--- config.mk ---
export PLATFORM = sky130hd
export DESIGN_NAME = ccx_ctrl_seq
export DESIGN_NICKNAME = d
export VERILOG_FILES = /design/src/rtl/ccx_pkg.sv /design/src/rtl/ccx_csr_regs.sv /design/src/rtl/ccx_phase_fsm.sv /design/src/rtl/ccx_ctrl_seq.sv
export SDC_FILE = /design/constraint.sdc
export NUM_CORES = 1
export LEC_CHECK = 0
export ABC_AREA = 1
export BUFFER_PORTS_ARGS = -buffer_cell sky130_fd_sc_hd__clkbuf_2
export CAP_MARGIN = 20
export CORE_MARGIN = 10
export CORE_UTILIZATION = 35
export CTS_CLUSTER_SIZE = 8
export DETAILED_ROUTE_END_ITERATION = 8
export GPL_ROUTABILITY_DRIVEN = 1
export PLACE_DENSITY_LB_ADDON = 0.3
export SLEW_MARGIN = 10
export SYNTH_ARGS = -nofsm -noshare
export SYNTH_HDL_FRONTEND = slang
export SYNTH_HIERARCHICAL = 1
export SYNTH_SLANG_ARGS = --single-unit
--- constraint.sdc ---
create_clock -name clk -period 1.27 [get_ports clk]
set_input_delay 0.254 -clock clk [delete_from_list [all_inputs] [get_ports clk]]
set_output_delay 0.254 -clock clk [all_outputs]
set_load 0.005 [all_outputs]
--- src/rtl/ccx_pkg.sv ---
package ccx_pkg;
  localparam int unsigned WORD_W   = 24;
  localparam int unsigned EN_BIT   = 0;
  localparam int unsigned GO_BIT   = 1;
  localparam int unsigned MODE_LSB = 4;
  localparam int unsigned MODE_W   = 2;
  localparam int unsigned AUX_LSB  = 12;
  localparam int unsigned AUX_W    = 4;
  localparam int unsigned PH_LSB   = 22;
  localparam int unsigned PH_W     = 2;
  localparam logic [MODE_W-1:0] MODE_STEP = 2'b01;

  typedef enum logic [PH_W-1:0] {
    PH_IDLE = 2'd0,
    PH_IN   = 2'd1,
    PH_RUN  = 2'd2,
    PH_OUT  = 2'd3
  } phase_e;
endpackage

--- src/rtl/ccx_csr_regs.sv ---
module ccx_csr_regs
  import ccx_pkg::*;
#(
  parameter int unsigned W  = WORD_W,
  parameter int unsigned AW = AUX_W
) (
  input  logic              clk,
  input  logic              rst,
  input  logic              wr_en,
  input  logic [W-1:0]      wr_data,
  input  logic [PH_W-1:0]   phase,
  input  logic              clr_go,
  output logic              en_q,
  output logic              go_q,
  output logic              en_nx,
  output logic              go_nx,
  output logic [MODE_W-1:0] mode_q,
  output logic [AW-1:0]     aux_q,
  output logic [W-1:0]      rd_data
);
  logic busy;
  assign busy = (phase != PH_IDLE);

  // Next enable and go values; they feed the phase machine so that the
  // reaction to a write happens at the same edge as the write.
  always_comb begin
    en_nx = wr_en ? wr_data[EN_BIT] : en_q;
    if (!en_nx)                              go_nx = 1'b0;
    else if (wr_en && !wr_data[GO_BIT])      go_nx = 1'b0;
    else if (clr_go)                         go_nx = 1'b0;
    else if (wr_en && wr_data[GO_BIT] && en_q) go_nx = 1'b1;
    else                                     go_nx = go_q;
  end

  always_ff @(posedge clk) begin
    if (rst) begin
      en_q   <= 1'b0;
      go_q   <= 1'b0;
      mode_q <= '0;
      aux_q  <= '0;
    end else begin
      en_q <= en_nx;
      go_q <= go_nx;
      if (wr_en && !en_q) mode_q <= wr_data[MODE_LSB +: MODE_W];
      if (wr_en && !busy) aux_q  <= wr_data[AUX_LSB +: AW];
    end
  end

  always_comb begin
    rd_data                     = '0;
    rd_data[EN_BIT]             = en_q;
    rd_data[GO_BIT]             = go_q;
    rd_data[MODE_LSB +: MODE_W] = mode_q;
    rd_data[AUX_LSB +: AW]      = aux_q;
    rd_data[PH_LSB +: PH_W]     = phase;
  end

  // go cannot be set while the stored enable bit is clear
  a_r4_go_needs_en: assert property (@(posedge clk) disable iff (rst)
    (wr_en && !en_q) |=> !go_q);

  // mode holds while enabled
  a_r9_mode_locked: assert property (@(posedge clk) disable iff (rst)
    en_q |=> $stable(mode_q));

  // control field holds while busy
  a_r10_aux_locked: assert property (@(posedge clk) disable iff (rst)
    busy |=> $stable(aux_q));
endmodule

--- src/rtl/ccx_phase_fsm.sv ---
module ccx_phase_fsm
  import ccx_pkg::*;
(
  input  logic            clk,
  input  logic            rst,
  input  logic            en_nx,
  input  logic            go_nx,
  input  logic            step,
  input  logic            in_done,
  input  logic            run_done,
  input  logic            out_done,
  output logic [PH_W-1:0] phase_o,
  output logic            clr_go,
  output logic            shift_en_q,
  output logic            freeze_q
);
  phase_e phase_q, phase_d;

  // Auto-clear depends only on state and done inputs (no loop through go).
  assign clr_go = (phase_q == PH_OUT && out_done) ||
                  (phase_q == PH_RUN && step);

  always_comb begin
    phase_d = phase_q;
    if (!(en_nx && go_nx)) begin
      phase_d = PH_IDLE;
    end else begin
      unique case (phase_q)
        PH_IDLE: phase_d = step ? PH_RUN : PH_IN;
        PH_IN:   if (in_done)  phase_d = PH_RUN;
        PH_RUN:  if (run_done) phase_d = PH_OUT;
        PH_OUT:  if (out_done) phase_d = PH_IDLE;
        default: phase_d = PH_IDLE;
      endcase
    end
  end

  always_ff @(posedge clk) begin
    if (rst) begin
      phase_q    <= PH_IDLE;
      shift_en_q <= 1'b0;
      freeze_q   <= 1'b1;
    end else begin
      phase_q    <= phase_d;
      shift_en_q <= (phase_d != PH_IDLE);
      freeze_q   <= (phase_d == PH_IDLE);
    end
  end

  assign phase_o = phase_q;

  // exactly one of shift and freeze is active
  a_r5_shift_xor_freeze: assert property (@(posedge clk) disable iff (rst)
    $onehot({shift_en_q, freeze_q}));

  // completion of output phase returns to idle
  a_r6_out_to_idle: assert property (@(posedge clk) disable iff (rst)
    (phase_q == PH_OUT && out_done) |=> phase_q == PH_IDLE);

  // a step lasts one cycle
  a_r7_single_step: assert property (@(posedge clk) disable iff (rst)
    (step && phase_q == PH_RUN) |=> phase_q == PH_IDLE);

  // input phase waits for its own done
  a_r11_in_waits: assert property (@(posedge clk) disable iff (rst)
    (phase_q == PH_IN && !in_done && en_nx && go_nx) |=> phase_q == PH_IN);
endmodule

--- src/rtl/ccx_ctrl_seq.sv ---
module ccx_ctrl_seq
  import ccx_pkg::*;
#(
  parameter int unsigned W  = WORD_W,
  parameter int unsigned AW = AUX_W
) (
  input  logic         clk,
  input  logic         rst,
  input  logic         host_wr,
  input  logic [W-1:0] host_wdata,
  output logic [W-1:0] host_rdata,
  input  logic         in_done,
  input  logic         run_done,
  input  logic         out_done,
  output logic         shift_en,
  output logic         freeze,
  output logic [1:0]   phase_st
);
  logic              en_q, go_q, en_nx, go_nx, clr_go;
  logic [MODE_W-1:0] mode_q;
  logic [AW-1:0]     aux_q;
  logic [PH_W-1:0]   phase;

  ccx_csr_regs #(.W(W), .AW(AW)) u_regs (
    .clk     (clk),
    .rst     (rst),
    .wr_en   (host_wr),
    .wr_data (host_wdata),
    .phase   (phase),
    .clr_go  (clr_go),
    .en_q    (en_q),
    .go_q    (go_q),
    .en_nx   (en_nx),
    .go_nx   (go_nx),
    .mode_q  (mode_q),
    .aux_q   (aux_q),
    .rd_data (host_rdata)
  );

  ccx_phase_fsm u_fsm (
    .clk        (clk),
    .rst        (rst),
    .en_nx      (en_nx),
    .go_nx      (go_nx),
    .step       (mode_q == MODE_STEP),
    .in_done    (in_done),
    .run_done   (run_done),
    .out_done   (out_done),
    .phase_o    (phase),
    .clr_go     (clr_go),
    .shift_en_q (shift_en),
    .freeze_q   (freeze)
  );

  assign phase_st = phase;

  // disabled block is always idle
  a_r3_off_is_idle: assert property (@(posedge clk) disable iff (rst)
    !en_q |-> phase == PH_IDLE);

  // host write of go=0 stops processing at that edge
  a_r8_abort: assert property (@(posedge clk) disable iff (rst)
    (host_wr && !host_wdata[GO_BIT]) |=> phase == PH_IDLE);

  // busy implies enable and go both set
  a_r5_busy_needs_go: assert property (@(posedge clk) disable iff (rst)
    (phase != PH_IDLE) |-> (en_q && go_q));
endmodule

Word level (Yosys, flattened, before mapping) --
Index checks and enable logic that the tools add are counted.
Storage, ports and cells: register bits 12, input port bits 30, output and inout port bits 28
Operators by class: equality and inequality tests 4, muxes and demuxes 11, reduce and logical (&&, ||, !) cells 16
Operators by type and width (count):
- 2-to-1 mux 2 bit | 5
- logical AND 1 bit | 8
- one-hot mux 2 bit (4 select lines) | 1
- 2-to-1 mux 1 bit | 5
- equality test 2 x 1 -> 1 bit (second input constant) | 2
- equality test 2 bit (second input constant) | 2
- zero test 2 bit | 2
- nonzero test 2 bit | 2
- zero test 1 bit | 3
- logical OR 1 bit | 1

Logic depth before layout (Yosys ltp) --
depth in word-level cells 9, depth in mapped cells 14

By module --
The synthesis kept the hierarchy.
Modules (own cells, without submodules):
- ccx_csr_regs | instances 1, cells an instance 81, area an instance 560.5 µm²
- ccx_phase_fsm | instances 1, cells an instance 28, area an instance 191.4 µm²
- ccx_ctrl_seq | instances 1, cells an instance 2, area an instance 10.0 µm²

Worst setup path before layout --
OpenSTA, ideal clock, no wires.
kind register to register, from reg u_fsm.phase_q[0] (netlist: u_fsm/phase_o[0]), to reg u_fsm.freeze_q, arrival time 1.296 ns, setup slack -0.134 ns, cell stages (with the launch flop) 14, cell sequence dfxtp_1 -> inv_1 -> nand3_1 -> nand2_1 -> a21oi_2 -> nand2_1 -> nor2_1 -> nand2_1 -> nor2_4 -> nand2_1 -> inv_2 -> nand2_2 -> nand2_2 -> inv_1
On the way: cells in the longest elaborated chain, start to end 9, elaborated cells on any way between the ends 17
RTL lines:
- start: declaration | line ccx_phase_fsm.sv:17 | phase_e phase_q, phase_d;
- start signal: assignment | line ccx_phase_fsm.sv:44 | phase_q <= phase_d;
- equality test 2 bit (on tied branches) | line ccx_phase_fsm.sv:20, ccx_phase_fsm.sv:21
- logical AND 1 bit (on tied branches) | line ccx_phase_fsm.sv:20, ccx_phase_fsm.sv:21
- logical OR 1 bit * | line ccx_phase_fsm.sv:20 | assign clr_go = (phase_q == PH_OUT && out_done) ||
- named net clr_go | line ccx_ctrl_seq.sv:19 | logic en_q, go_q, en_nx, go_nx, clr_go;
- 2-to-1 mux 1 bit * | line ccx_csr_regs.sv:30 | else if (clr_go) go_nx = 1'b0;
- 2-to-1 mux 1 bit * | line ccx_csr_regs.sv:29 | else if (wr_en && !wr_data[GO_BIT]) go_nx = 1'b0;
- 2-to-1 mux 1 bit * | line ccx_csr_regs.sv:28 | if (!en_nx) go_nx = 1'b0;
- named net go_nx | line ccx_ctrl_seq.sv:19
- logical AND 1 bit * | line ccx_phase_fsm.sv:25 | if (!(en_nx && go_nx)) begin
- 2-to-1 mux 2 bit * | line ccx_phase_fsm.sv:25
- zero test 2 bit * | line ccx_phase_fsm.sv:46 | freeze_q <= (phase_d == PH_IDLE);
- end signal: assignment | line ccx_phase_fsm.sv:46
- end: declaration | line ccx_phase_fsm.sv:15 | output logic freeze_q
Mark *: on every way through the listed nets, which the timed path passes. The rest lies on a longest branch. A chain may end at the register's enable or synchronous reset.

Final worst setup path --
Ends and elaborated chain as after synthesis.

==> impl_metrics.tcl <==
set metrics [dict create \
    multi_input_area_um2 312.8 \
    max_freq_mhz 732.6 \
    drc 0 \
    setup_violations 3 \
    synth_area_um2 762.0 \
    power.internal_w 0.0006331 \
    clock_sinks 12 \
    post-place-ws_ns -0.05669 \
    period_minus_slack_ns 1.365 \
    reg2reg_depth 13 \
    wl_met3_um 206 \
    total_power_w 0.0008422 \
    max_stage_delay_ns 0.37 \
    io_buffers 27 \
    via_count 642 \
    synth_area_leaders "dfxtp_1, buf_4, inv_1" \
    firstDrtPassIters 4 \
    cts_root_buffer "clkbuf_4" \
    synth.avg_cell_area_um2 6.865 \
    syn_inst 111 \
    numCtsBuffers 3 \
    crit_type "register to register" \
    ys_types 15 \
    fp-row-count 16 \
    vias_per_cell 3.844 \
    seqPwrFrac_pct 48.0 \
    overflow 0 \
    synth_top_area_share_pct 31.53 \
    n_fill_cell 223 \
    critPathSlowestCell "dfxtp_4" \
    clk_pin_slew_ns 0.07 \
    track_usage_pct 6.972 \
    power.share.combinational_pct 16.9 \
    crit_required_ns 1.44 \
    drtIter0Drc 30 \
    violations "setup timing" \
    register_area_um2 247.7 \
    cts_max_path_buffers 2 \
    ys_top_cells_by_count "buf_4, inv_1, nand2_1" \
    yosysMostFrequentCell "buf_4" \
    grt_pass1_wl_um 2380 \
    synth_top_area_cell "dfxtp_1" \
    post-dp-hpwl_um 1401 \
    synth_warnings 6 \
    floorplan.die.height_um 66.66 \
    start_kind "register" \
    routed.top_layer "met3" \
    powerDensity_mw_per_mm2 915.8 \
    worst_slack_ns -0.09509 \
    ys.flop_type "dfxtp_1" \
    dieArea_mm2 0.004444 \
    initial_utilization_pct 37.69 \
    diodes 0 \
    p_sw_share_pct 24.83 \
    ys_ff_latch 12 \
    gp_congestion 0.7436 \
    grt_max_degree 9 \
    clock-skew-final_ns 0.001226 \
    p_leak_nw 0.5567 \
    hold_path.class "input pin to register" \
    synth_async_sr_flop_share_pct 0 \
    routedWlPerCell_um 9.707 \
    drive_gt1_share_pct 41.43 \
    placed_area_um2 860.8 \
    worstPathArrival_ns 1.53 \
    rsz0062_at_grt "true" \
    nets 171 \
    whs_ns 0.2391 \
    cts_tree "built" \
    cts_htree_levels 1 \
    grt_pass1_vias 564 \
    fin_util_pct 45.48 \
    vdd_drop_max_uv 332.1 \
    power.switching_w 0.0002091 \
    met2_length_um 836 \
    seq_area_frac_synth_pct 31.53 \
    worstPathCellList "inv_2 > nand3_2 > nand2_2 > a21oi_2 > nand2_1 > nor2_1 > nand2_1 > nor2_4 > nand2_1 > inv_2 > nand2_2 > nand2_2 > inv_1" \
    antenna_left 0 \
    finalWirelength_um 1621 \
    worstPathMaxFanout 4 \
    drv_cap 0 \
    final_max_slew_viol_count 0 \
    boundaryPins 58 \
    syn2layout_area_growth_pct 20.69 \
    wl_met1_um 578 \
    finish.instance_area_um2 919.6 \
    insertion_delay_ns 0.26 \
    final-hold-violation-count 0 \
    min_path_cells 3 \
    timing.final.crit_share_pct 107.5 \
    core-area_mm2 0.002022 \
    end_kind "register" \
    dieWidth_um 66.66 \
    cts_hold_buffers 0 \
    outcome "finished with violations" \
    antenna_found_initial 0 \
    synth_edf_count 0 \
    pwr-share-clk_pct 35.1 \
]
-- flip-flops by register name, indices dropped and copies added (netlist names) --
name and flops:
u_regs/mode_q 2, u_fsm/shift_en_q 1, u_regs/en_q 1, u_regs/aux_q 4, u_regs/go_q 1, u_fsm/phase_o 2
u_fsm/freeze_q 1
-- worst max-delay path, delay by kind of cell (launching register included) --
kind | cells | cell delay, ns
buffers and inverters | 3 | 0.12
flip-flops | 1 | 0.37
AO/OA/AOI/OAI | 1 | 0.10
AND/OR/NAND/NOR | 9 | 0.68
-- path summary, 6_finish.rpt --
check / slack [ns] / to / from
worst min register to register: 0.49 / u_regs/aux_q[2] / u_regs/aux_q[2]
worst min-delay path: 0.24 / u_regs/mode_q[0] / host_wdata[4]
worst max-delay path: -0.1 / u_fsm/freeze_q / u_fsm/phase_o[0]
worst max register to register: -0.1 / u_fsm/freeze_q / u_fsm/phase_o[0]
-- kinds of logic after synthesis --
group,synth area share [%]
AND/OR/NAND/NOR,27.42
other,0.4921
flip-flops,31.53
buffers and inverters,35.47
AO/OA/AOI/OAI,5.091
-- layout by cell type (no fill, tap or decap) --
master,count
clkbuf_2,27
inv_1,18
nand2_1,17
conb_1,14
buf_4,10
nor2_1,10
nand3_1,9
dfxtp_1,8
nand2_2,5
a21oi_1,4
inv_2,3
nor2_4,3
clkbuf_4,3
dfxtp_2,3
o21ai_0,2
clkbuf_8,1
nand3_2,1
dfxtp_4,1
a21oi_2,1
-- final cells by class --
cell class / instances / area share (%)
well taps: 27 / 3.673
repair buffers: 37 / 22.86
inverters: 21 / 8.571
flip-flops and latches: 12 / 26.94
clock buffers: 4 / 3.946
multi-input cells: 66 / 34.01
-- routing by layer --
metal | global-route usage, % | vias up
met5 | 0 | -
li1 | - | 352
met2 | 11.37 | 24
met4 | 6.283 | 0
met1 | 6.385 | 266
met3 | 3.177 | 0
-- timing repair --
action	in CTS	in global routing
gates resized for setup	0	6
pin swaps	1	8
buffers inserted	1	0
setup endpoints to repair	2	4
-- power groups by stage --
stage	Clock (W)	Sequential [W]	Combinational [W]
3_5_place_dp	0	0.000412	0.000137
5_1_grt	0.000333	0.000407	0.000164
6_report	0.000295	0.000405	0.000142
3_3_place_gp	0	0.000411	0.000135
4_1_cts	0.000308	0.000403	0.000140
2_1_floorplan	0	0.000411	0.000129
-- metrics by stage --
stage / setup TNS, ns / instances
3_3_place_gp: -0.04338 / 162
4_1_cts: -0.07249 / 167
5_1_grt: -0.5582 / 167
6_report: -0.1146 / 167
2_1_floorplan: 0 / 124
3_5_place_dp: -0.05669 / 162
No activity file was read; power rests on OpenSTA's default activity.
